--- config.mk ---
export PLATFORM = sky130hd
export DESIGN_NAME = sshift_port
export DESIGN_NICKNAME = d
export VERILOG_FILES = /design/src/rtl/sshift_pkg.sv /design/src/rtl/sshift_clkgen.sv /design/src/rtl/sshift_engine.sv /design/src/rtl/sshift_flags.sv /design/src/rtl/sshift_port.sv
export SDC_FILE = /design/constraint.sdc
export NUM_CORES = 1
export LEC_CHECK = 0
export BUFFER_PORTS_ARGS = -buffer_cell sky130_fd_sc_hd__buf_4
export CAP_MARGIN = 15
export CORE_MARGIN = 2
export CORE_UTILIZATION = 54
export CTS_CLUSTER_DIAMETER = 200
export DETAILED_ROUTE_END_ITERATION = 10
export PLACE_DENSITY_LB_ADDON = 0.2
export SYNTH_ARGS = -nofsm -noshare
export SYNTH_HDL_FRONTEND = slang
export SYNTH_HIERARCHICAL = 1
export SYNTH_SLANG_ARGS = --single-unit
--- constraint.sdc ---
create_clock -name clk -period 3.2 [get_ports clk]
set_input_delay 0.16 -clock clk [delete_from_list [all_inputs] [get_ports clk]]
set_output_delay 0.16 -clock clk [all_outputs]
set_load 0.005 [all_outputs]
--- src/rtl/sshift_pkg.sv ---
package sshift_pkg;

    typedef enum logic [1:0] {
        XF_IDLE = 2'd0,
        XF_TX   = 2'd1,
        XF_RX   = 2'd2
    } xfer_mode_e;

    typedef enum logic {
        PH_LOW  = 1'b0,
        PH_HIGH = 1'b1
    } clk_phase_e;

    // Bit order gives the status layout: bit3 OE, bit2 TXE, bit1 TI, bit0 RI
    typedef struct packed {
        logic oe;
        logic txe;
        logic ti;
        logic ri;
    } port_status_t;

    localparam port_status_t STATUS_RESET = '{oe: 1'b0, txe: 1'b1, ti: 1'b0, ri: 1'b0};

    function automatic logic [7:0] status_to_byte(input port_status_t s);
        return {4'b0000, s};
    endfunction

    function automatic int unsigned safe_clog2(input int unsigned v);
        return (v > 1) ? $clog2(v) : 1;
    endfunction

endpackage

--- src/rtl/sshift_clkgen.sv ---
module sshift_clkgen #(
    parameter int HALF_DIV = 2
) (
    input  logic clk,
    input  logic rst,
    input  logic restart,
    input  logic run,
    output logic tick
);
    localparam int CW = sshift_pkg::safe_clog2(HALF_DIV);
    localparam logic [CW-1:0] LAST = CW'(HALF_DIV - 1);

    logic [CW-1:0] div_cnt;

    always_ff @(posedge clk) begin
        if (rst || restart || !run) begin
            div_cnt <= '0;
        end else if (div_cnt == LAST) begin
            div_cnt <= '0;
        end else begin
            div_cnt <= div_cnt + 1'b1;
        end
    end

    assign tick = run && (div_cnt == LAST);

endmodule

--- src/rtl/sshift_engine.sv ---
module sshift_engine
    import sshift_pkg::*;
#(
    parameter int DATA_W = 8
) (
    input  logic              clk,
    input  logic              rst,
    input  logic              start_tx,
    input  logic              start_rx,
    input  logic              abort,
    input  logic [DATA_W-1:0] tx_data,
    input  logic              sdat_in,
    input  logic              tick,
    output xfer_mode_e        mode,
    output logic              sclk_o,
    output logic              drive_low,
    output logic              done_tx,
    output logic              done_rx,
    output logic [DATA_W-1:0] shreg
);
    localparam int BW = safe_clog2(DATA_W);
    localparam logic [BW-1:0] LAST_BIT = BW'(DATA_W - 1);

    clk_phase_e    phase;
    logic [BW-1:0] bit_cnt;
    logic          last_edge;

    assign last_edge = tick && (phase == PH_HIGH) && (bit_cnt == LAST_BIT);
    assign done_tx   = last_edge && (mode == XF_TX);
    assign done_rx   = last_edge && (mode == XF_RX);

    always_ff @(posedge clk) begin
        if (rst) begin
            mode      <= XF_IDLE;
            phase     <= PH_LOW;
            bit_cnt   <= '0;
            sclk_o    <= 1'b1;
            drive_low <= 1'b0;
            shreg     <= '0;
        end else if (abort) begin
            mode      <= XF_IDLE;
            phase     <= PH_LOW;
            bit_cnt   <= '0;
            sclk_o    <= 1'b1;
            drive_low <= 1'b0;
        end else if (start_tx) begin
            mode      <= XF_TX;
            phase     <= PH_LOW;
            bit_cnt   <= '0;
            sclk_o    <= 1'b0;
            shreg     <= tx_data;
            drive_low <= ~tx_data[0];
        end else if (start_rx) begin
            mode      <= XF_RX;
            phase     <= PH_LOW;
            bit_cnt   <= '0;
            sclk_o    <= 1'b0;
            drive_low <= 1'b0;
        end else if (tick && mode != XF_IDLE) begin
            if (phase == PH_LOW) begin
                phase  <= PH_HIGH;
                sclk_o <= 1'b1;
                if (mode == XF_RX) begin
                    shreg <= {sdat_in, shreg[DATA_W-1:1]};
                end
            end else if (bit_cnt == LAST_BIT) begin
                mode      <= XF_IDLE;
                phase     <= PH_LOW;
                bit_cnt   <= '0;
                drive_low <= 1'b0;
            end else begin
                phase   <= PH_LOW;
                bit_cnt <= bit_cnt + 1'b1;
                sclk_o  <= 1'b0;
                if (mode == XF_TX) begin
                    shreg     <= shreg >> 1;
                    drive_low <= ~shreg[1];
                end
            end
        end
    end

endmodule

--- src/rtl/sshift_flags.sv ---
module sshift_flags
    import sshift_pkg::*;
(
    input  logic         clk,
    input  logic         rst,
    input  logic         rd,
    input  logic         tx_accept,
    input  logic         tx_done,
    input  logic         rx_done,
    output port_status_t st
);
    always_ff @(posedge clk) begin
        if (rst) begin
            st <= STATUS_RESET;
        end else begin
            // Events of this edge take priority over the read clear
            if (rx_done)  st.ri <= 1'b1;
            else if (rd)  st.ri <= 1'b0;

            if (rx_done && st.ri) st.oe <= 1'b1;
            else if (rd)          st.oe <= 1'b0;

            if (tx_done)  st.ti <= 1'b1;
            else if (rd)  st.ti <= 1'b0;

            if (tx_done)        st.txe <= 1'b1;
            else if (tx_accept) st.txe <= 1'b0;
        end
    end

endmodule

--- src/rtl/sshift_port.sv ---
module sshift_port
    import sshift_pkg::*;
#(
    parameter int HALF_DIV = 2,
    parameter int DATA_W   = 8
) (
    input  logic              clk,
    input  logic              rst,
    input  logic              tx_wr,
    input  logic [DATA_W-1:0] tx_data,
    input  logic              ctl_wr,
    input  logic              ctl_wdata,
    output logic              rx_en,
    input  logic              stat_rd,
    output logic [7:0]        stat_rdata,
    output logic [DATA_W-1:0] rx_byte,
    output logic              sclk_o,
    output logic              sdat_drive_low,
    input  logic              sdat_in
);
    xfer_mode_e        mode;
    port_status_t      st;
    logic              tick, idle, en_rise, en_fall;
    logic              start_tx, start_rx, abort;
    logic              done_tx, done_rx, rx_ok;
    logic [DATA_W-1:0] shreg;

    assign idle     = (mode == XF_IDLE);
    assign en_rise  = ctl_wr &&  ctl_wdata && !rx_en;
    assign en_fall  = ctl_wr && !ctl_wdata &&  rx_en;
    assign start_rx = idle && (en_rise || (stat_rd && st.ri && rx_en && !en_fall));
    assign start_tx = idle && tx_wr && !rx_en && !en_rise;
    assign abort    = en_fall && (mode == XF_RX);
    assign rx_ok    = done_rx && !abort;

    always_ff @(posedge clk) begin
        if (rst) begin
            rx_en   <= 1'b0;
            rx_byte <= '0;
        end else begin
            if (ctl_wr) rx_en <= ctl_wdata;
            if (rx_ok)  rx_byte <= shreg;
        end
    end

    sshift_clkgen #(.HALF_DIV(HALF_DIV)) clkgen_i (
        .clk     (clk),
        .rst     (rst),
        .restart (start_tx || start_rx || abort),
        .run     (!idle),
        .tick    (tick)
    );

    sshift_engine #(.DATA_W(DATA_W)) engine_i (
        .clk       (clk),
        .rst       (rst),
        .start_tx  (start_tx),
        .start_rx  (start_rx),
        .abort     (abort),
        .tx_data   (tx_data),
        .sdat_in   (sdat_in),
        .tick      (tick),
        .mode      (mode),
        .sclk_o    (sclk_o),
        .drive_low (sdat_drive_low),
        .done_tx   (done_tx),
        .done_rx   (done_rx),
        .shreg     (shreg)
    );

    sshift_flags flags_i (
        .clk       (clk),
        .rst       (rst),
        .rd        (stat_rd),
        .tx_accept (start_tx),
        .tx_done   (done_tx),
        .rx_done   (rx_ok),
        .st        (st)
    );

    assign stat_rdata = status_to_byte(st);

endmodule

==> results of run 1 <==
[routing by layer]
layer / part of all wire / vias up / global-route usage
met5: 0 / - / 0
met2: 0.48 / 38 / 0.3379
met4: 0.016 / 0 / 0.09317
li1: - / 757 / -
met1: 0.45 / 723 / 0.3045
met3: 0.053 / 9 / 0.08102
[state kept, by name, summed over array words and instances (netlist names)]
register,flops
clkgen_i/div_cnt,1
engine_i/drive_low,1
rx_byte,8
engine_i/bit_cnt,3
engine_i/sclk_o,1
engine_i/phase,1
engine_i/mode,2
rx_en,1
engine_i/shreg,8
flags_i/st,4
[report_power, final]
part	switching, µW	internal, µW	leakage, µW
sequential	19.5	394	0.000244
combinational	84.9	66.9	0.000485
clock	137	150	0.0000446
total	241	611	0.000774
[critical path: cells and delay by family, from the launching register on]
family                 cells  cell delay (ps)
AND/OR/NAND/NOR            5             1330
flip-flops                 1              510
AO/OA/AOI/OAI              2              250
buffers and inverters      1              240
[final cells by class]
cell class | instances | share of cell area
clock buffer | 8 | 0.03923
inverter | 14 | 0.02615
multi-input combinational | 138 | 0.4888
sequential | 30 | 0.2989
tap | 44 | 0.02740
timing repair buffer | 32 | 0.1196
[cell usage in the layout, fill, tap and decap left out, types with 2 or more instances in the layout]
master	Yosys	final
mux2i_1	5	5
a211oi_2	8	8
nor3b_1	18	18
dfxtp_1	30	30
o311ai_1	8	8
conb_1	1	4
nor2_1	16	16
nand2_1	20	20
a31oi_1	9	9
ha_1	3	3
o21ai_0	6	6
nor3_1	3	3
nor2b_1	2	2
clkbuf_8	0	3
a221oi_1	6	6
a21oi_1	4	4
nand2b_1	5	5
clkbuf_4	0	5
inv_1	14	14
buf_4	4	32
[path summary, 6_finish.rpt]
check	slack (ps)	end
min	100	flags_i/st[3]$_SDFFE_PP0P_
max	770	rx_byte[2]$_SDFFE_PP0P_
max reg2reg	770	rx_byte[2]$_SDFFE_PP0P_
min reg2reg	430	clkgen_i/div_cnt$_SDFF_PP0_
[kinds of logic after synthesis]
logic type               Yosys count
adder cells (fa/ha/maj)            3
XOR/XNOR                           1
other                              1
buffers and inverters             34
AO/OA/AOI/OAI                     50
AND/OR/NAND/NOR                   75
flip-flops                        30
multiplexers                       5
[stage by stage]
stage	std cells	utilization
floorplan	202	-
global placement	258	0.6324
detailed placement	258	0.6324
CTS	266	0.6582
global route	266	0.6582
finish	266	0.6582
==> out/results.txt, run 1 <==
slowest stage delay, CP: 510 ps
slowest cell on the critical path: dfxtp_1
post-route ant nets: 0
TritonCTS clock tree: yes
IO Count: 34
YS warnings: 6
fin worst setup slack: 771.7 ps
Seq cells post-synth: 30
count of input and output buffers: 29
Final Skew: 4.997 ps
Final min period: 2428 ps
register area: 600.6 µm²
Congestion Overflow GR: 0
Critical Path Source: engine_i/mode[1]$_SDFFE_PP0P_
row count: 20
Placer Congestion: 0.7572
largest family of logic cells by synthesized area: simple AND/OR/NAND/NOR gates
Placement Setup Slack: 816.0 ps
cells after synthesis: 199
Finished Cell Area: 2009 µm²
share of cells above drive strength 1: 0.2523
antenna violations before repair: 0
Iter 0 DRT Violations: 142
CP Max Fanout: 18
synthesized cell area: 1730 µm²
Startpoint Class: flip-flop
post-synth cell types: 43
maximum number of pins on one net before global-route repair: 45
Post CTS Setup Buffer Count: 0
share of synthesized area spent on multiplexers: 0.02892
Worst Hold Class: in2reg
drt drc: 0
critical path arrival: 2670 ps
unrepaired setup endpoints after global routing: false
hold buffer count at CTS: 0
Avg WL per Cell: 14.38 µm
Vias/cell: 5.741
DR vias: 1527
fillers: 252
die width: 60.61 µm
Hold Path Origin: stat_rd
Hold Path Depth: 3
drt pass-1 iters: 4
top post-synthesis cells by area: dfxtp_1 (35%), nor3b_1 (7.8%), a211oi_2 (5.8%), nand2_1 (4.3%), o311ai_1 (4.0%)
area grow syn2layout: 16.12%
first-pass GRT wire length: 6.182 mm
most frequent cell after synthesis: dfxtp_1
Synth Area in XOR/XNOR: 0.005061
Placement Cell Area: 1931 µm²
total power: 852.2 µW
Max VDD drop: 327.9 µV
Nets: 239
CP cell instances: or2_4 -> and2_1 -> nand3_1 -> nor3b_1 -> buf_4 -> nor2b_1 -> a31oi_1 -> o311ai_1
dpl hpwl: 2.598 mm
Reg2Reg Depth: 8
MaxCap Viol Count: 0
EDFF count, synth: 0
Setup Viol. Count Final: 0
post-synthesis area per instance: 8.696 µm²
Setup crit end kind: flip-flop
compound-cell area share of the yosys netlist: 0.2451
async set or reset register ratio after synthesis: 0
overall routing resource usage: 0.2287
post_cts resized: 0
CTS H-tree lvls: 2
vias in the first global route: 1359
setup_tns: 0 ps
RR Startpoint: engine_i/mode[1]$_SDFFE_PP0P_
die area: 3673 µm²
Post-Synth Adder-Cell Area: 0.02169
Core Footprint: 3053 µm²
Leak: 0.0007741 µW
Slew @ Worst Pin: 693.0 ps
Post-Synth Simple-Gate Area: 0.2509
crit path kind: reg2reg
Slew HR: 0.5352
CP required: 3440 ps
sequential area share after synthesis: 0.3471
FMAX: 0.4118 GHz
clock buffer depth: 2
leading area contributor after synthesis: dfxtp_1
Clk Tree Root Cell: clkbuf_4
Worst-path clk slew: 90 ps
die height: 60.61 µm
TritonCTS Sinks: 30
multi-input logic area: 982.2 µm²
Inserted Diodes: 0
outcome: finished, final reports clean
area share of the largest cell type after synthesis: 0.3471
Fin. Hold Viols: 0
initial core utilization: 0.5668
Num CTS Buffers: 5
pwr/cell area: 424.1 nW/µm²
synth cell count leaders: dfxtp_1 (30), nand2_1 (20), nor3b_1 (18), nor2_1 (16), inv_1 (14)
clk_lat worst skew: 330 ps
Synth Flop Type: dfxtp_1
Final Hold Slack: 99.43 ps
max-slew violations: 0
fin crit share: 0.7588
WL final: 3.824 mm
Note: power is estimated with default switching activity, not from simulation.
==> run 2: changes to the inputs <==
- ABC_AREA: not set -> 1
- clock period: 3.2 -> 2.48 ns (I/O delays scaled with it)
==> run 2 against run 1 <==
  * The run now ends with design-rule violations left
  * Design area shrank 7.0%
  * Synthesized cell count grew 18%
  * Area after synthesis shrank 6.4%
  * Clock skew shrank 0.95 ps
  * Critical path type unchanged
  * Critical endpoint is now engine_i/shreg[7]$_SDFFE_PP0P_
  * Highest routed layer unchanged
==> out/results.txt, run 2 <==
antenna violations before repair: 0
most common library cell in the layout ignoring fill and taps: nand2_1
Worst-path clk slew: 100 ps
unrepaired setup endpoints after global routing: false
hold buffer count at CTS: 0
area grow syn2layout: 15.37%
maximum number of pins on one net before global-route repair: 18
most frequent cell after synthesis: nand2_1
clk_lat worst skew: 330 ps
FMAX: 0.4667 GHz
most frequent cells in the layout: nand2_1 (44), nor2_1 (39), inv_1 (34), dfxtp_1 (30), buf_4 (30)
Hold Path Origin: rst
clock buffer depth: 2
pwr/cell area: 545.6 nW/µm²
Final Skew: 4.048 ps
failing checks: design-rule violations
utilization after layout: 0.6664
post_cts resized: 0
die area: 3455 µm²
leading area contributor after synthesis: dfxtp_1
TritonCTS Sinks: 30
Iter 0 DRT Violations: 65
CP Max Fanout: 15
CP required: 2760 ps
die height: 58.78 µm
TritonCTS clock tree: yes
Setup crit end kind: flip-flop
Slew @ Worst Pin: 642.8 ps
Num CTS Buffers: 5
post-synth cell types: 26
CP cell instances: nor2_1 -> nand4_1 -> inv_1 -> inv_2 -> nand3_1 -> nand2_1 -> nor2_4 -> nand2_1 -> nand2_1 -> nand2_1 -> nor2_1
area share of the largest cell type after synthesis: 0.3707
Slew HR: 0.5714
met2 Use GR: 0.2984
slowest stage delay, CP: 400 ps
Avg WL per Cell: 10.20 µm
dpl hpwl: 2.216 mm
slowest cell on the critical path: inv_1
Final Hold Slack: 16.52 ps
Congestion Overflow GR: 0
Final min period: 2143 ps
reg2reg setup slack: 340 ps
Setup Viol. Count Final: 0
Vias/cell: 4.949
critical path arrival: 2420 ps
max-slew violations: 0
drt pass-1 iters: 7
Nets: 282
fin crit share: 0.8640
WL final: 3.018 mm
drt drc: 4
YS warnings: 6
Core Footprint: 2805 µm²
Placer Congestion: 0.8433
Seq cells post-synth: 30
Reg2Reg Depth: 11
outcome: complete, but fails checks
setup_tns: 0 ps
Post CTS Setup Buffer Count: 0
async set or reset register ratio after synthesis: 0
synth cell count leaders: nand2_1 (44), nor2_1 (39), inv_1 (34), dfxtp_1 (30), a21oi_1 (21)
Hold Path Depth: 2
CTS H-tree lvls: 2
met3 usage in global routing: 0.05275
RR Startpoint: engine_i/mode[0]$_SDFFE_PP0P_
largest registers: engine_i/shreg x8, rx_byte x8, flags_i/st x4
initial core utilization: 0.5776
Clk Tree Root Cell: clkbuf_4
Startpoint Class: flip-flop
Hold Path End: flags_i/st[0]$_SDFFE_PP0P_
IO Count: 34
post-route ant nets: 0
Max VDD drop: 409.8 µV
grt peak-use layer: met2
top post-synthesis cells by area: dfxtp_1 (37%), nand2_1 (10%), nor2_1 (9.0%), inv_1 (7.9%), a21oi_1 (6.5%)
Inserted Diodes: 0
row count: 19
cells after synthesis: 234
DR vias: 1465
Worst Hold Class: in2reg
die width: 58.78 µm
Synth Flop Type: dfxtp_1
synthesized cell area: 1620 µm²
crit path kind: reg2reg
sequential area share after synthesis: 0.3707
first-pass GRT wire length: 5.306 mm
EDFF count, synth: 0
CP most frequent cell: nand2_1
Fin. Hold Viols: 0
count of input and output buffers: 29
grt met1 use: 0.2704
post-synthesis area per instance: 6.924 µm²
vias in the first global route: 1250
Leak: 0.0009008 µW
share of cells above drive strength 1: 0.2075
MaxCap Viol Count: 0
overall routing resource usage: 0.2012
reg2reg end: engine_i/shreg[7]$_SDFFE_PP0P_
-- run 2: cell types whose count changed in the layout (fill, tap and decap cells not counted), moves of 8 or more --
| cell | previous run | this run |
|---|---|---|
| nand3_1 | 1 | 18 |
| nor2_1 | 16 | 39 |
| a211oi_2 | 8 | 0 |
| a31oi_1 | 9 | 1 |
| a21oi_1 | 4 | 21 |
| inv_1 | 14 | 34 |
| o311ai_1 | 8 | 0 |
| nor3b_1 | 18 | 0 |
| nand2_1 | 20 | 44 |
-- run 2: metal layers --
metal,up-vias,share of wire
met5,-,0
met4,0,0.020
met3,9,0.062
met2,37,0.41
met1,638,0.50
li1,781,-
-- run 2: how the worst max path moves through the flow --
stage | startpoint | endpoint | slack [ps]
detailed placement | engine_i/mode[0]$_SDFFE_PP0P_ | engine_i/shreg[7]$_SDFFE_PP0P_ | 400
global route | engine_i/mode[0]$_SDFFE_PP0P_ | engine_i/shreg[7]$_SDFFE_PP0P_ | 90
floorplan | engine_i/bit_cnt[0]$_SDFFE_PP0P_ | flags_i/st[3]$_SDFFE_PP0P_ | 890
finish | engine_i/mode[0]$_SDFFE_PP0P_ | engine_i/shreg[7]$_SDFFE_PP0P_ | 340
CTS | engine_i/mode[0]$_SDFFE_PP0P_ | engine_i/shreg[7]$_SDFFE_PP0P_ | 370
global placement | engine_i/mode[0]$_SDFFE_PP0P_ | engine_i/shreg[7]$_SDFFE_PP0P_ | 490
-- run 2: cell families (layout without fill, tap and decap cells) --
family | Yosys count | count (layout) | share of synthesized area
DFF | 30 | 30 | 0.3707
muxes | 5 | 5 | 0.03089
AOI/OAI and AO/OA | 36 | 36 | 0.1251
other | 1 | 4 | 0.002314
buffers and inverters | 48 | 76 | 0.1436
and+or+nand+nor | 111 | 111 | 0.3043
adders and majority gates | 3 | 3 | 0.02317
-- run 2: worst max-delay path, delay by kind of cell, from the launching register on --
family	cells	cell delay (ps)
AND/OR/NAND/NOR	9	1120
buffers and inverters	2	550
flip-flops	1	390
-- run 2: power breakdown --
group          total [µW]  internal (µW)  switching [µW]
clock network         314            136             178
registers             522            504            18.5
logic                 184           74.2             109
total                1020            714             306
-- run 2: cell type report --
type | count | area [µm²]
multi-input combinational | 159 | 798.3
sequential | 30 | 600.6
clock buffer | 6 | 51.30
clock inverter | 2 | 12.51
fill | 283 | 935.9
inverter | 38 | 142.6
timing repair buffer | 30 | 225.2
tap | 31 | 38.79
-- run 2: stage by stage --
stage	instance area [µm²]	power, µW	std cells	setup slack, ps
after floorplan	1632	676.3	237	891.7
after global placement	1805	713.1	288	490.1
after detailed placement	1805	715.0	288	401.3
after CTS	1869	1027	296	369.2
after global routing	1869	1080	296	94.81
final	1869	1020	296	337.2
